$ cat src/rtl/rom_pkg.sv
package rom_pkg;
  localparam int WORD_W = 16;
  localparam int BYTE_W = WORD_W / 2;
  localparam logic [BYTE_W-1:0] MFR_CODE = 8'h20;
  localparam logic [BYTE_W-1:0] DEV_CODE = 8'hB1;
  localparam logic [31:0] GEN_MULT = 32'h0000_9E37;

  typedef enum logic [1:0] {
    RD_WORD    = 2'd0,
    RD_BYTE_LO = 2'd1,
    RD_BYTE_HI = 2'd2
  } rd_kind_e;

  // Content generator: word i = (i * GEN_MULT + seed) mod 2^WORD_W
  function automatic logic [WORD_W-1:0] init_word(input int unsigned idx,
                                                  input logic [WORD_W-1:0] seed);
    logic [31:0] p;
    p = idx * GEN_MULT + {16'h0000, seed};
    return p[WORD_W-1:0];
  endfunction
endpackage

$ cat src/rtl/rom_store.sv
module rom_store
  import rom_pkg::*;
#(
  parameter int DEPTH = 256,
  parameter logic [WORD_W-1:0] SEED = 16'h5A3C,
  localparam int IDX_W = $clog2(DEPTH)
) (
  input  logic [IDX_W-1:0]  idx,
  output logic [WORD_W-1:0] word
);
  logic [WORD_W-1:0] mem [DEPTH];

  for (genvar i = 0; i < DEPTH; i++) begin : g_row
    assign mem[i] = init_word(i, SEED);
  end

  assign word = mem[idx];
endmodule

$ cat src/rtl/rom_settle.sv
// Counts rising edges since an event; done once LAT edges have passed.
module rom_settle #(
  parameter int LAT = 4,
  localparam int CW = $clog2(LAT + 1)
) (
  input  logic clk,
  input  logic rst_n,
  input  logic hold,     // forces the count back to zero
  input  logic restart,  // counts this edge as the first one
  output logic done
);
  localparam logic [CW-1:0] MAX = CW'(LAT);
  logic [CW-1:0] cnt;

  always_ff @(posedge clk) begin
    if (!rst_n)          cnt <= '0;
    else if (hold)       cnt <= '0;
    else if (restart)    cnt <= CW'(1);
    else if (cnt != MAX) cnt <= cnt + 1'b1;
  end

  assign done = (cnt == MAX);
endmodule

$ cat src/rtl/rom_outsel.sv
module rom_outsel
  import rom_pkg::*;
(
  input  logic [WORD_W-1:0] word,
  input  rd_kind_e          kind,
  input  logic              id_mode,
  input  logic              a0,
  output logic [WORD_W-1:0] data,
  output logic [WORD_W-1:0] mask
);
  logic [BYTE_W-1:0] lane;

  always_comb begin
    lane = (kind == RD_BYTE_HI) ? word[WORD_W-1:BYTE_W] : word[BYTE_W-1:0];
    if (id_mode)
      data = {{BYTE_W{1'b0}}, (a0 ? DEV_CODE : MFR_CODE)};
    else if (kind == RD_WORD)
      data = word;
    else
      data = {{BYTE_W{1'b0}}, lane};
    mask = (kind == RD_WORD) ? '1 : {{BYTE_W{1'b0}}, {BYTE_W{1'b1}}};
  end
endmodule

$ cat src/rtl/dual_width_rom.sv
module dual_width_rom
  import rom_pkg::*;
#(
  parameter int ADDR_W = 20,
  parameter int DEPTH = 256,
  parameter logic [WORD_W-1:0] SEED = 16'h5A3C,
  parameter int ACC_LAT = 4,
  parameter int OE_LAT = 2
) (
  input  logic              clk,
  input  logic              rst_n,
  input  logic              ce_n,
  input  logic              oe_n,
  input  logic              word_mode,
  input  logic              hv_id,
  input  logic [ADDR_W-1:0] addr,
  input  logic              dq15_i,
  output logic [WORD_W-1:0] dq_o,
  output logic [WORD_W-1:0] dq_oe
);
  localparam int IDX_W = $clog2(DEPTH);
  localparam int KEY_W = ADDR_W + 3;

  logic              byte_bit;
  logic [KEY_W-1:0]  key, key_q;
  logic              key_chg;
  logic              acc_done, oe_done, ready;
  rd_kind_e          kind;
  logic [WORD_W-1:0] word, data, mask;

  // Everything that selects what the bus carries
  assign byte_bit = ~word_mode & dq15_i;
  assign key      = {addr, word_mode, byte_bit, hv_id};
  assign key_chg  = (key != key_q);

  always_ff @(posedge clk) begin
    if (!rst_n) key_q <= '0;
    else        key_q <= key;
  end

  always_comb begin
    if (word_mode)   kind = RD_WORD;
    else if (dq15_i) kind = RD_BYTE_HI;
    else             kind = RD_BYTE_LO;
  end

  rom_store #(.DEPTH(DEPTH), .SEED(SEED)) u_store (
    .idx  (addr[IDX_W-1:0]),
    .word (word)
  );

  rom_settle #(.LAT(ACC_LAT)) u_acc (
    .clk (clk), .rst_n (rst_n), .hold (ce_n), .restart (key_chg), .done (acc_done)
  );

  rom_settle #(.LAT(OE_LAT)) u_oe (
    .clk (clk), .rst_n (rst_n), .hold (oe_n), .restart (1'b0), .done (oe_done)
  );

  rom_outsel u_sel (
    .word (word), .kind (kind), .id_mode (hv_id), .a0 (addr[0]),
    .data (data), .mask (mask)
  );

  assign ready = acc_done & ~key_chg & oe_done & ~ce_n & ~oe_n & rst_n;
  assign dq_o  = data;
  assign dq_oe = ready ? mask : '0;
endmodule

$ cat config.mk
export PLATFORM = sky130hd
export DESIGN_NAME = dual_width_rom
export DESIGN_NICKNAME = d
export VERILOG_FILES = /design/src/rtl/rom_pkg.sv /design/src/rtl/rom_store.sv /design/src/rtl/rom_settle.sv /design/src/rtl/rom_outsel.sv /design/src/rtl/dual_width_rom.sv
export SDC_FILE = /design/constraint.sdc
export NUM_CORES = 1
export LEC_CHECK = 0
export CORE_MARGIN = 2
export CORE_UTILIZATION = 45
export DETAILED_ROUTE_END_ITERATION = 8
export DONT_BUFFER_PORTS = 1
export MAX_ROUTING_LAYER = met4
export PLACE_DENSITY = 0.61
export RECOVER_POWER = 100
export SLEW_MARGIN = 15
export SYNTH_ARGS = -nofsm -noshare
export SYNTH_HDL_FRONTEND = slang
export SYNTH_SLANG_ARGS = --single-unit
$ cat constraint.sdc
create_clock -name clk -period 9.2 [get_ports clk]
set_input_delay 1.38 -clock clk [delete_from_list [all_inputs] [get_ports clk]]
set_output_delay 1.38 -clock clk [all_outputs]
set_load 0.01 [all_outputs]
Word level (Yosys, flattened, before mapping)
Memories as Yosys holds them, arrays and structs flattened.
Cells that the tools add are included.

word-level totals
  output and inout bits = 32
  word-level logic and storage cells = 43
  ROM bits = 4096
  bits of input ports = 27
  register bits after elaboration = 28
  memories kept = 1

operators by class
  muxes and demuxes = 12
  $add $sub $neg = 2
  eq/ne operators = 6
  reduce and logical (&&, ||, !) cells = 5
  bitwise gates (word level) = 12
  magnitude comparators = 1

memory list
  memory            depth  width  read ports  clocked after memory_dff  write ports  line             source
  (name not given)  256    16     1           0                         0            rom_store.sv:17  assign word = mem[idx];

operator list
  operator                                      count
  two-way mux 16 bit                            6
  inequality test 23 bit                        1
  two-way mux 8 bit                             2
  >= comparator 9 bit, second input constant    1
  inverter 8 -> 9 bit                           1
  bitwise AND 1 bit                             6
  inverter 1 bit                                5
  == test 2 bit, second input constant          2
  two-way mux 2 bit                             2
  OR reduction 2 bit                            2
  adder 3 x 1 -> 3 bit, second input constant   1
  == test 3 bit, second input constant          1
  inequality test 3 bit, second input constant  1
  OR reduction 3 bit                            1
  adder 2 x 1 -> 2 bit, second input constant   1
  zero test 2 bit                               1
  two-way mux 1 bit                             2
  inequality test 2 bit, second input constant  1
  nonzero test 2 bit                            1

Logic depth before layout (Yosys ltp)
Gate-level depths: netlist of run 1.

  depth after elaboration = 10
  depth in mapped cells = 13
  depth with buffers taken out = 10

Modules after synthesis
Synthesis of run 1 repeated with hierarchy kept, for this count alone.

second synthesis, totals
  cells, all modules = 719
  area, all modules = 5118.7 µm²

modules (own cells, without submodules)
  module              times used  seq. area each (µm²)  cells an instance  area each (µm²)
  rom_store           1           0.0                   528                3363.2
  dual_width_rom      1           460.4                 103                1073.5
  rom_outsel          1           0.0                   56                 376.6
  rom_settle (u_acc)  1           60.1                  20                 190.2
  rom_settle (u_oe)   1           40.0                  12                 115.1

Least setup slack after synthesis of run 1
No wires, ideal clock.

  path type = input-to-output
  from = input port addr[1]
  to = output port dq_o[7]
  path buffers = 3
  arrival time = 3671 ps
  required time = 7820 ps
  setup slack = 4149 ps
  stages = 12
  cells stage by stage = inv_1 -> clkbuf_1 -> ha_1 -> buf_4 -> or2_1 -> buf_4 -> a31oi_1 -> nor2_1 -> a2111oi_0 -> o32ai_1 -> o2111ai_1 -> and3_1

between the ends
  word-level cells in the longest chain between the ends = 7

RTL lines
  item                                                     line                  source
  start, declared                                          dual_width_rom.sv:16  input logic [ADDR_W-1:0] addr,
  inverter 8 -> 9 bit (implied by the code) *              rom_store.sv:17
  memory read (256 x 16 bit) *                             n/a
  two-way mux 16 bit (implied by the code) * (2 in a row)  rom_store.sv:17
  two-way mux 8 bit                                        rom_outsel.sv:14      lane = (kind == RD_BYTE_HI) ? word[WORD_W-1:BYTE_W] : word[BYTE_W-1:0];
  two-way mux 16 bit *                                     rom_outsel.sv:17      else if (kind == RD_WORD)
  two-way mux 16 bit *                                     rom_outsel.sv:15      if (id_mode)
  end, declared                                            dual_width_rom.sv:18  output logic [WORD_W-1:0] dq_o,

Every way passes the cells marked *; elsewhere a longest branch is shown, timed or not. The select of a mux whose other input is x is not followed.

Worst setup path in the final report of run 1
  from = input port addr[3]
  to = output port dq_oe[12]

between the ends
  word-level cells in the longest chain between the ends = 8

RTL lines
  item                            line                  source
  inequality test 23 bit          dual_width_rom.sv:34  assign key_chg = (key != key_q);
  inverter 1 bit                  dual_width_rom.sv:65  assign ready = acc_done & ~key_chg & oe_done & ~ce_n & ~oe_n & rst_n;
  bitwise AND 1 bit (5 in a row)  dual_width_rom.sv:65
  two-way mux 16 bit              dual_width_rom.sv:67  assign dq_oe = ready ? mask : '0;
  end, declared                   dual_width_rom.sv:19  output logic [WORD_W-1:0] dq_oe

No other way between the ends.

==> impl_metrics.env, run 1 <==
export IMPL_grt_start_max_net_pins=123
export IMPL_crit_top_cell="nor4_1"
export IMPL_fill_cells=1119
export IMPL_gp_congestion=0.913
export IMPL_slowest_delay_ns=1.49
export IMPL_tns_ns=0
export IMPL_fin_crit_sh=0.680
export IMPL_dp_hpwl_mm=10.8
export IMPL_violations="capacitance limit, slew limit"
export IMPL_period_needed_ns=6.26
export IMPL_timing_hold_violations_final=0
export IMPL_cp_top_family="simple AND/OR/NAND/NOR gates"
export IMPL_required_ns=7.82
export IMPL_power_density_mw_per_mm2=87.5
export IMPL_clockBufferDepth=2
export IMPL_insertion_delay_ns=0.27
export IMPL_reg2reg_from="key_q[12]$_SDFF_PN0_"
export IMPL_critPathLaunch="addr[3]"
export IMPL_rr_worst_depth=6
export IMPL_fin_nets=649
export IMPL_overflow=0
export IMPL_max_freq_mhz=160
export IMPL_hold_path_class="register to register"
export IMPL_route_met2_wl_mm=7.08
export IMPL_timing_rr_end="u_acc.cnt[2]$_SDFFE_PP0P_"
export IMPL_p_leak_uw=0.00156
export IMPL_drt_initial_drc_count=633
export IMPL_dr_pass1_iters=5
export IMPL_crit_cells=6
export IMPL_die_area_mm2=0.0113
export IMPL_synth_seq_cells=28
export IMPL_die_y_um=106
export IMPL_die_x_um=106
export IMPL_skew_ns=0.00548
export IMPL_tightest_slew_ns=1.80
export IMPL_reg2reg_slack_ns=7.24
export IMPL_synth_yosys_seq_area_share=0.119
export IMPL_netlist_instances=685
export IMPL_fin_util=0.437
export IMPL_p_switching_uw=149
export IMPL_remaining_drc_errors=0
export IMPL_grt_pass1_wl_mm=25.2
export IMPL_htreeDepth=1
export IMPL_internal_power_uw=243
export IMPL_grt_pass1_vias=4560
export IMPL_setup_viol=0
export IMPL_critPathKind="input port to output pin"
export IMPL_synth_cell_types=73
export IMPL_avgSynthCellArea_um2=6.87
export IMPL_rsz0062_at_grt="false"
export IMPL_cts_buffers=3
export IMPL_switching_share=0.380
export IMPL_diodes=0
export IMPL_postRouteWirelength_mm=16.0
export IMPL_ctsRootBufferMaster="clkbuf_8"
export IMPL_via_per_inst=6.77
export IMPL_clkSinkCount=28
export IMPL_top_layer_used="met4"
export IMPL_initial_core_util=0.460
export IMPL_synthesis_area_mm2=0.00470
export IMPL_port_buffers=0
export IMPL_crit_slowest_cell="nor4_1"
export IMPL_drive_above_1_share=0.0464
export IMPL_cts_resized=0
export IMPL_wl_met1_mm=7.05
export IMPL_slew_headroom=-0.208
export IMPL_dr_total_vias=5007
export IMPL_final_common_cell="nand2_1"
export IMPL_final_cell_mix="nand2_1 (76), o21ai_0 (54), a21oi_1 (49), nor2_1 (48), dfxtp_1 (28)"
export IMPL_endpoint="dq_oe[12]"
export IMPL_end_kind="output pin"
export IMPL_drv_cap=1
export IMPL_clkPwrFrac=0.190
export IMPL_synthArstFlopShare=0
export IMPL_status="finished, violations left"
export IMPL_postRouteAntennaNets=0
export IMPL_track_usage=0.283
export IMPL_clkTransAtPathRegs_ns=0.09
export IMPL_cts_tree="yes"
export IMPL_fp_row_count=37
export IMPL_wl_met3_mm=1.61
export IMPL_synth_enable_flop_cells=0
export IMPL_crit_buf_inv=0
export IMPL_core_mm2=0.0102
export IMPL_crit_chain="xnor2_1, nand4_1, nor4_1, nand3_1, nor4_1, and2_0"
export IMPL_crit_fanout=122
export IMPL_cts_setup_buffers=0
export IMPL_seq_power_share=0.331
export IMPL_slew_violations=3
export IMPL_wl_per_cell_um=21.7
export IMPL_cp_arrival_ns=4.88
export IMPL_cp_start_kind="input port"
export IMPL_comb_power_share=0.479
export IMPL_area_growth_synth_to_final_pct=-4.84
export IMPL_synth_nets=729
export IMPL_antenna_found_initial=0
export IMPL_hold_buffers=0
export IMPL_synth_main_ff_cell="dfxtp_1"
export IMPL_io_pins=59
export IMPL_vdd_drop_max_uv=62.1
export IMPL_ys_warnings_count=0
## cell usage after synthesis (5+ instances only)
master,n,area share
a211oi_1,13,0.021
a21o_1,6,0.0096
a21oi_1,49,0.052
a221o_1,5,0.011
a221oi_1,6,0.011
a22oi_1,5,0.0080
a311oi_1,7,0.013
a31oi_1,14,0.019
and2_1,28,0.037
buf_1,8,0.0064
buf_2,26,0.028
buf_4,21,0.034
clkbuf_1,30,0.024
dfxtp_1,28,0.12
ha_1,17,0.045
inv_1,11,0.0088
mux2i_1,10,0.021
mux4_2,7,0.034
nand2_1,76,0.061
nand2b_1,17,0.023
nand3_1,23,0.024
nand4_1,5,0.0067
nor2_1,48,0.038
nor2b_1,16,0.021
nor3_1,7,0.0074
o2111ai_1,5,0.0093
o211ai_1,21,0.034
o21ai_0,54,0.057
o221ai_1,6,0.011
o311ai_0,5,0.0093
or2_2,5,0.0067
xnor2_1,25,0.047
xor2_1,5,0.0093
## worst register-to-register path, delay by kind of cell (launching register included)
kind | cells | cell delay (ns)
xor gates and xnor gates | 1 | 0.16
DFF | 1 | 0.32
and+or+nand+nor | 5 | 1.42
## power groups by stage
stage	registers, uW	clock network (uW)	logic [uW]
global placement	132	0	183
floorplan	132	0	171
detailed placement	133	0	184
finish	130	74.4	188
global route	130	83.7	204
CTS	130	76.6	185
## worst min-delay path by stage
stage	from	endpoint	slack, ns	depth (start not counted)
CTS	u_acc.cnt[1]$_SDFFE_PP0P_	u_acc.cnt[1]$_SDFFE_PP0P_	0.50	2
detailed placement	u_acc.cnt[1]$_SDFFE_PP0P_	u_acc.cnt[1]$_SDFFE_PP0P_	0.49	2
global route	u_acc.cnt[1]$_SDFFE_PP0P_	u_acc.cnt[1]$_SDFFE_PP0P_	0.54	2
global placement	u_acc.cnt[1]$_SDFFE_PP0P_	u_acc.cnt[1]$_SDFFE_PP0P_	0.47	2
floorplan	u_acc.cnt[1]$_SDFFE_PP0P_	u_acc.cnt[1]$_SDFFE_PP0P_	0.46	2
finish	u_acc.cnt[1]$_SDFFE_PP0P_	u_acc.cnt[1]$_SDFFE_PP0P_	0.50	2
## per-layer routing
metal	global-route usage	up-vias
met3	0.0435	24
met5	-	-
met4	0.0667	0
met1	0.400	2372
li1	-	2340
met2	0.425	271
## sequential cells by signal (all words and copies together) (netlist names)
register and count:
key_q 23, u_oe.cnt 2, u_acc.cnt 3
## kinds of logic (layout without fill, tap and decap cells)
logic type	count (synthesis)	after routing	synth area share
AND/OR/NAND/NOR	250	250	0.263
AO/OA/AOI/OAI	238	238	0.343
buffers and inverters	101	20	0.109
XOR/XNOR	30	30	0.0559
flip-flops	28	28	0.119
multiplexers	21	21	0.0644
adder cells (fa/ha/maj)	17	17	0.0452
## metrics by stage
step	worst slack (ns)	hold slack (ns)	cells	area [um^2]	power, uW
finish	2.94	0.498	740	4480	392
global route	2.71	0.537	740	4480	418
CTS	3.26	0.504	740	4500	392
detailed placement	3.26	0.491	736	4440	317
global placement	3.33	0.473	736	4440	315
floorplan	4.15	0.457	685	4700	304
## layout make-up
class	count	area (um^2)	area share
clock buffer	4	55.1	0.0123
inverter	13	48.8	0.0109
multi-input combinational	556	3620	0.809
tap	136	170	0.0380
timing repair buffer	3	18.8	0.00419
sequential	28	561	0.125
Power figures use the tool's default switching activity.
==> run 2, diff against run 1 <==
==> constraint.sdc (replaced) <==
create_clock -name clk -period 5.8 [get_ports clk]
set_input_delay 0.87 -clock clk [delete_from_list [all_inputs] [get_ports clk]]
set_output_delay 0.87 -clock clk [all_outputs]
set_load 0.01 [all_outputs]
==> run 2 against run 1 <==
- the run now ends clean
- power grew 59%
- register-to-register slack lost 3.4 ns
- wire length shrank 0.49%
- core utilization grew 0.26 points
- critical path depth grew 4
- count of clock-buffer cells in the layout is the same
- global-route usage grew 0.081 points
- critical endpoint is now dq_o[7]
==> impl_metrics.env, run 2 (synthesis gave the netlist of run 1 again) <==
export IMPL_status="finished clean"
export IMPL_fp_row_count=37
export IMPL_core_mm2=0.0102
export IMPL_reg_largest_list="key_q (23), u_acc.cnt (3), u_oe.cnt (2)"
export IMPL_dpl_instance_area_mm2=0.00448
export IMPL_diodes=0
export IMPL_cp_start_kind="input port"
export IMPL_reg2reg_slack_ns=3.81
export IMPL_critPathKind="input port to output pin"
export IMPL_skew_ns=0.00318
export IMPL_ctsRootBufferMaster="clkbuf_8"
export IMPL_timing_rr_end="u_acc.cnt[2]$_SDFFE_PP0P_"
export IMPL_overflow=0
export IMPL_tns_ns=0
export IMPL_initial_core_util=0.460
export IMPL_cts_setup_buffers=0
export IMPL_postRouteWirelength_mm=16.0
export IMPL_cts_resized=0
export IMPL_p_switching_uw=235
export IMPL_max_freq_mhz=198
export IMPL_required_ns=4.93
export IMPL_fin_area_mm2=0.00450
export IMPL_insertion_delay_ns=0.26
export IMPL_dr_pass1_iters=5
export IMPL_final_cell_mix="nand2_1 (76), o21ai_0 (54), a21oi_1 (49), nor2_1 (48), dfxtp_1 (28)"
export IMPL_cts_tree="yes"
export IMPL_drive_above_1_share=0.0493
export IMPL_die_x_um=106
export IMPL_clkPwrFrac=0.187
export IMPL_io_pins=59
export IMPL_clkSinkCount=28
export IMPL_end_kind="output pin"
export IMPL_area_growth_synth_to_final_pct=-4.28
export IMPL_fin_nets=654
export IMPL_grt_pass1_vias=4635
export IMPL_vdd_drop_max_uv=109
export IMPL_clockBufferDepth=2
export IMPL_crit_fanout=35
export IMPL_final_common_cell="nand2_1"
export IMPL_rr_worst_depth=6
export IMPL_dp_hpwl_mm=10.9
export IMPL_period_needed_ns=5.05
export IMPL_postRouteAntennaNets=0
export IMPL_switching_share=0.379
export IMPL_setup_viol=0
export IMPL_hold_path_class="register to register"
export IMPL_internal_power_uw=386
export IMPL_drt_initial_drc_count=660
export IMPL_hold_buffers=0
export IMPL_track_usage=0.284
export IMPL_p_leak_uw=0.00157
export IMPL_top_register="key_q"
export IMPL_grt_pass1_wl_mm=25.3
export IMPL_reg2reg_from="key_q[4]$_SDFF_PN0_"
export IMPL_gp_congestion=1.02
export IMPL_hp_start="u_acc.cnt[1]$_SDFFE_PP0P_"
export IMPL_fin_crit_sh=0.870
export IMPL_antenna_found_initial=0
export IMPL_port_buffers=0
export IMPL_dr_total_vias=4985
export IMPL_drv_cap=0
export IMPL_rsz0062_at_grt="false"
export IMPL_whs_endpoint="u_acc.cnt[1]$_SDFFE_PP0P_"
export IMPL_timing_hold_violations_final=0
export IMPL_cp_arrival_ns=4.18
export IMPL_grt_start_max_net_pins=123
export IMPL_die_y_um=106
export IMPL_remaining_drc_errors=0
export IMPL_slew_headroom=0.211
export IMPL_slew_violations=0
export IMPL_largest_register_ffs=23
export IMPL_comb_power_share=0.481
export IMPL_via_per_inst=6.69
export IMPL_power_density_mw_per_mm2=138
export IMPL_cts_buffers=3
export IMPL_wl_per_cell_um=21.4
export IMPL_clkTransAtPathRegs_ns=0.09
export IMPL_die_area_mm2=0.0113
export IMPL_seq_power_share=0.332
export IMPL_htreeDepth=1
export IMPL_tightest_slew_ns=1.18
export IMPL_hold_depth=2
run 2: worst max-delay path: stages:
cell	delay (ns)
inv_1	0.22
ha_1	0.63
clkbuf_1	0.57
mux2i_1	0.24
a211o_1	0.38
o311ai_0	0.12
o22ai_1	0.13
o41ai_1	0.67
nand2_1	0.09
and3_1	0.21
run 2: layout make-up:
type,instances,area [um^2]
inverters,13,48.8
repair buffers,8,45.0
fillers,1102,5730
well taps,136,170
multi-input cells,556,3620
clock buffers,4,55.1
flip-flops and latches,28,561
run 2: stage by stage:
stage	setup WS (ns)	power [uW]	utilization	hold slack, ns	cells
after floorplan	1.77	482	-	0.457	685
after global placement	1.39	502	0.438	0.471	741
after detailed placement	1.38	504	0.438	0.498	741
after CTS	1.37	621	0.443	0.515	745
after global routing	0.596	662	0.440	0.539	745
final	0.755	621	0.440	0.517	745
run 2: worst max path at each step:
stage,to,cells after the start,from
6_report,dq_o[7],10,addr[1]
5_1_grt,dq_o[7],10,addr[1]
4_1_cts,dq_o[1],9,addr[1]
3_5_place_dp,dq_o[1],9,addr[1]
3_3_place_gp,dq_o[2],9,addr[1]
2_1_floorplan,dq_o[7],12,addr[1]
run 2: layer usage:
layer | vias to the layer above | track usage | part of all wire
met4 | 0 | 0.0846 | 0.027
met3 | 34 | 0.0423 | 0.11
li1 | 2344 | - | -
met1 | 2316 | 0.396 | 0.43
met5 | - | - | 0
met2 | 291 | 0.424 | 0.43
run 2: power by group through the flow:
stage	registers (uW)	logic (uW)	clock network, uW
after floorplan	210	272	0
after global routing	207	327	128
final	206	299	116
after global placement	210	292	0
after CTS	206	295	120
after detailed placement	211	293	0
==> run 3, diff against run 2 <==
--- a/config.mk
+++ b/config.mk
@@ -5,6 +5,7 @@
 export SDC_FILE = /design/constraint.sdc
 export NUM_CORES = 1
 export LEC_CHECK = 0
+export CORE_ASPECT_RATIO = 1.75
 export CORE_MARGIN = 2
 export CORE_UTILIZATION = 45
 export DETAILED_ROUTE_END_ITERATION = 8
==> run 3 against run 2 <==
- core utilization is 0.078 points higher
- die area is 0.28% higher
- register-to-register slack worse by 0.10 ns
- clock power is 47% higher
- power is 8.4% higher
- sequential power hardly changed
- design area is 0.25% higher
- count of clock-buffer cells in the layout stayed put
- first-iteration DRC count is 25% higher
- global-route usage is 0.52 points lower
- largest power group unchanged
- sequential cell count stayed put
==> impl_metrics.env, run 3 (synthesis gave the netlist of run 1 again) <==
export IMPL_status="finished clean"
export IMPL_via_per_inst=7.01
export IMPL_rsz0062_at_grt="false"
export IMPL_end_kind="output pin"
export IMPL_die_x_um=81.3
export IMPL_setup_viol=0
export IMPL_io_pins=59
export IMPL_gp_congestion=1.06
export IMPL_tns_ns=0
export IMPL_die_y_um=139
export IMPL_cts_resized=0
export IMPL_cts_buffers=3
export IMPL_p_switching_uw=242
export IMPL_p_leak_uw=0.00159
export IMPL_grt_pass1_vias=4646
export IMPL_final_cell_mix="nand2_1 (76), o21ai_0 (54), a21oi_1 (49), nor2_1 (48), dfxtp_1 (28)"
export IMPL_remaining_drc_errors=0
export IMPL_drv_cap=0
export IMPL_hold_buffers=0
export IMPL_drive_above_1_share=0.0479
export IMPL_comb_power_share=0.439
export IMPL_fin_crit_sh=0.863
export IMPL_track_usage=0.279
export IMPL_slew_headroom=0.210
export IMPL_cts_tree="yes"
export IMPL_area_growth_synth_to_final_pct=-4.04
export IMPL_seq_power_share=0.306
export IMPL_final_common_cell="nand2_1"
export IMPL_postRouteAntennaNets=0
export IMPL_tightest_slew_ns=1.18
export IMPL_port_buffers=0
export IMPL_fin_nets=651
export IMPL_die_area_mm2=0.0113
export IMPL_overflow=0
export IMPL_dr_pass1_iters=6
export IMPL_period_needed_ns=5.00
export IMPL_crit_slowest_cell="ha_1"
export IMPL_total_power_uw=673
export IMPL_initial_core_util=0.459
export IMPL_insertion_delay_ns=0.27
export IMPL_skew_ns=0.00185
export IMPL_htreeDepth=1
export IMPL_core_mm2=0.0102
export IMPL_clockBufferDepth=2
export IMPL_slew_violations=0
export IMPL_power_density_mw_per_mm2=149
export IMPL_rr_worst_depth=6
export IMPL_fp_row_count=49
export IMPL_hold_depth=2
export IMPL_dr_total_vias=5138
export IMPL_whs_ns=0.492
export IMPL_dp_hpwl_mm=11.0
export IMPL_crit_fanout=35
export IMPL_hp_start="u_acc.cnt[1]$_SDFFE_PP0P_"
export IMPL_clkSinkCount=28
export IMPL_dp_slack_ns=1.07
export IMPL_drt_initial_drc_count=825
export IMPL_antenna_found_initial=0
export IMPL_clkPwrFrac=0.255
export IMPL_critPathLaunch="addr[1]"
export IMPL_cts_setup_buffers=0
export IMPL_cp_start_kind="input port"
export IMPL_ctsRootBufferMaster="clkbuf_16"
export IMPL_clkTransAtPathRegs_ns=0.07
export IMPL_diodes=0
export IMPL_postRouteWirelength_mm=15.9
export IMPL_cp_arrival_ns=4.13
export IMPL_max_freq_mhz=200
export IMPL_fin_ws_ns=0.795
export IMPL_required_ns=4.93
export IMPL_crit_chain="inv_1, ha_1, or2_0, nand2_1, mux4_2, a22o_1, a211oi_1, o311ai_0, o22ai_1"
export IMPL_reg2reg_from="key_q[16]$_SDFF_PN0_"
export IMPL_switching_share=0.359
export IMPL_largest_register_ffs=23
export IMPL_hold_path_class="register to register"
export IMPL_timing_hold_violations_final=0
export IMPL_grt_pass1_wl_mm=24.5
export IMPL_critPathKind="input port to output pin"
export IMPL_internal_power_uw=431
export IMPL_reg_largest_list="key_q (23), u_acc.cnt (3), u_oe.cnt (2)"
export IMPL_vdd_drop_max_uv=257
export IMPL_slowest_delay_ns=0.93
export IMPL_top_register="key_q"
export IMPL_grt_start_max_net_pins=123
export IMPL_wl_per_cell_um=21.7
-- run 3: cell count changes in the layout (fill, tap and decap cells not counted), sizes merged --
cell and change:
clkbuf -3
-- run 3: per-layer routing --
metal / vias up / part of all wire / global-route usage
met5: - / 0 / -
met4: 0 / 0.059 / 0.153
met3: 87 / 0.098 / 0.0331
met2: 373 / 0.48 / 0.440
met1: 2339 / 0.36 / 0.338
li1: 2339 / - / -
-- run 3: worst paths after layout --
check                              end  slack, ns
min          u_acc.cnt[1]$_SDFFE_PP0P_       0.49
max reg2reg  u_acc.cnt[2]$_SDFFE_PP0P_       3.71
min reg2reg  u_acc.cnt[1]$_SDFFE_PP0P_       0.49
max                            dq_o[1]       0.80
-- run 3: area by class of cell --
type	instances	area, um^2
clock buffer	4	88.8
fill	1049	5730
tap	127	159
timing repair buffer	5	33.8
sequential	28	561
multi-input combinational	556	3620
inverter	13	48.8
-- run 3: metrics by stage --
step / std cells / area, um^2 / util
after floorplan: 685 / 4700 / -
after global placement: 729 / 4450 / 0.434
after detailed placement: 729 / 4450 / 0.434
after CTS: 733 / 4530 / 0.443
after global routing: 733 / 4510 / 0.441
final: 733 / 4510 / 0.441
-- run 3: power groups by stage --
stage	Sequential (uW)	Clock, uW	Combinational (uW)
floorplan	210	0	272
global placement	210	0	287
detailed placement	211	0	288
CTS	206	174	290
global route	207	181	320
finish	206	171	296
-- run 3: worst max-delay path: cells and delay by family --
family	cells	cell delay, ns
multiplexers	1	0.47
adder cells (fa/ha/maj)	1	0.93
buffers and inverters	1	0.22
AO/OA/AOI/OAI	4	0.99
AND/OR/NAND/NOR	2	0.65
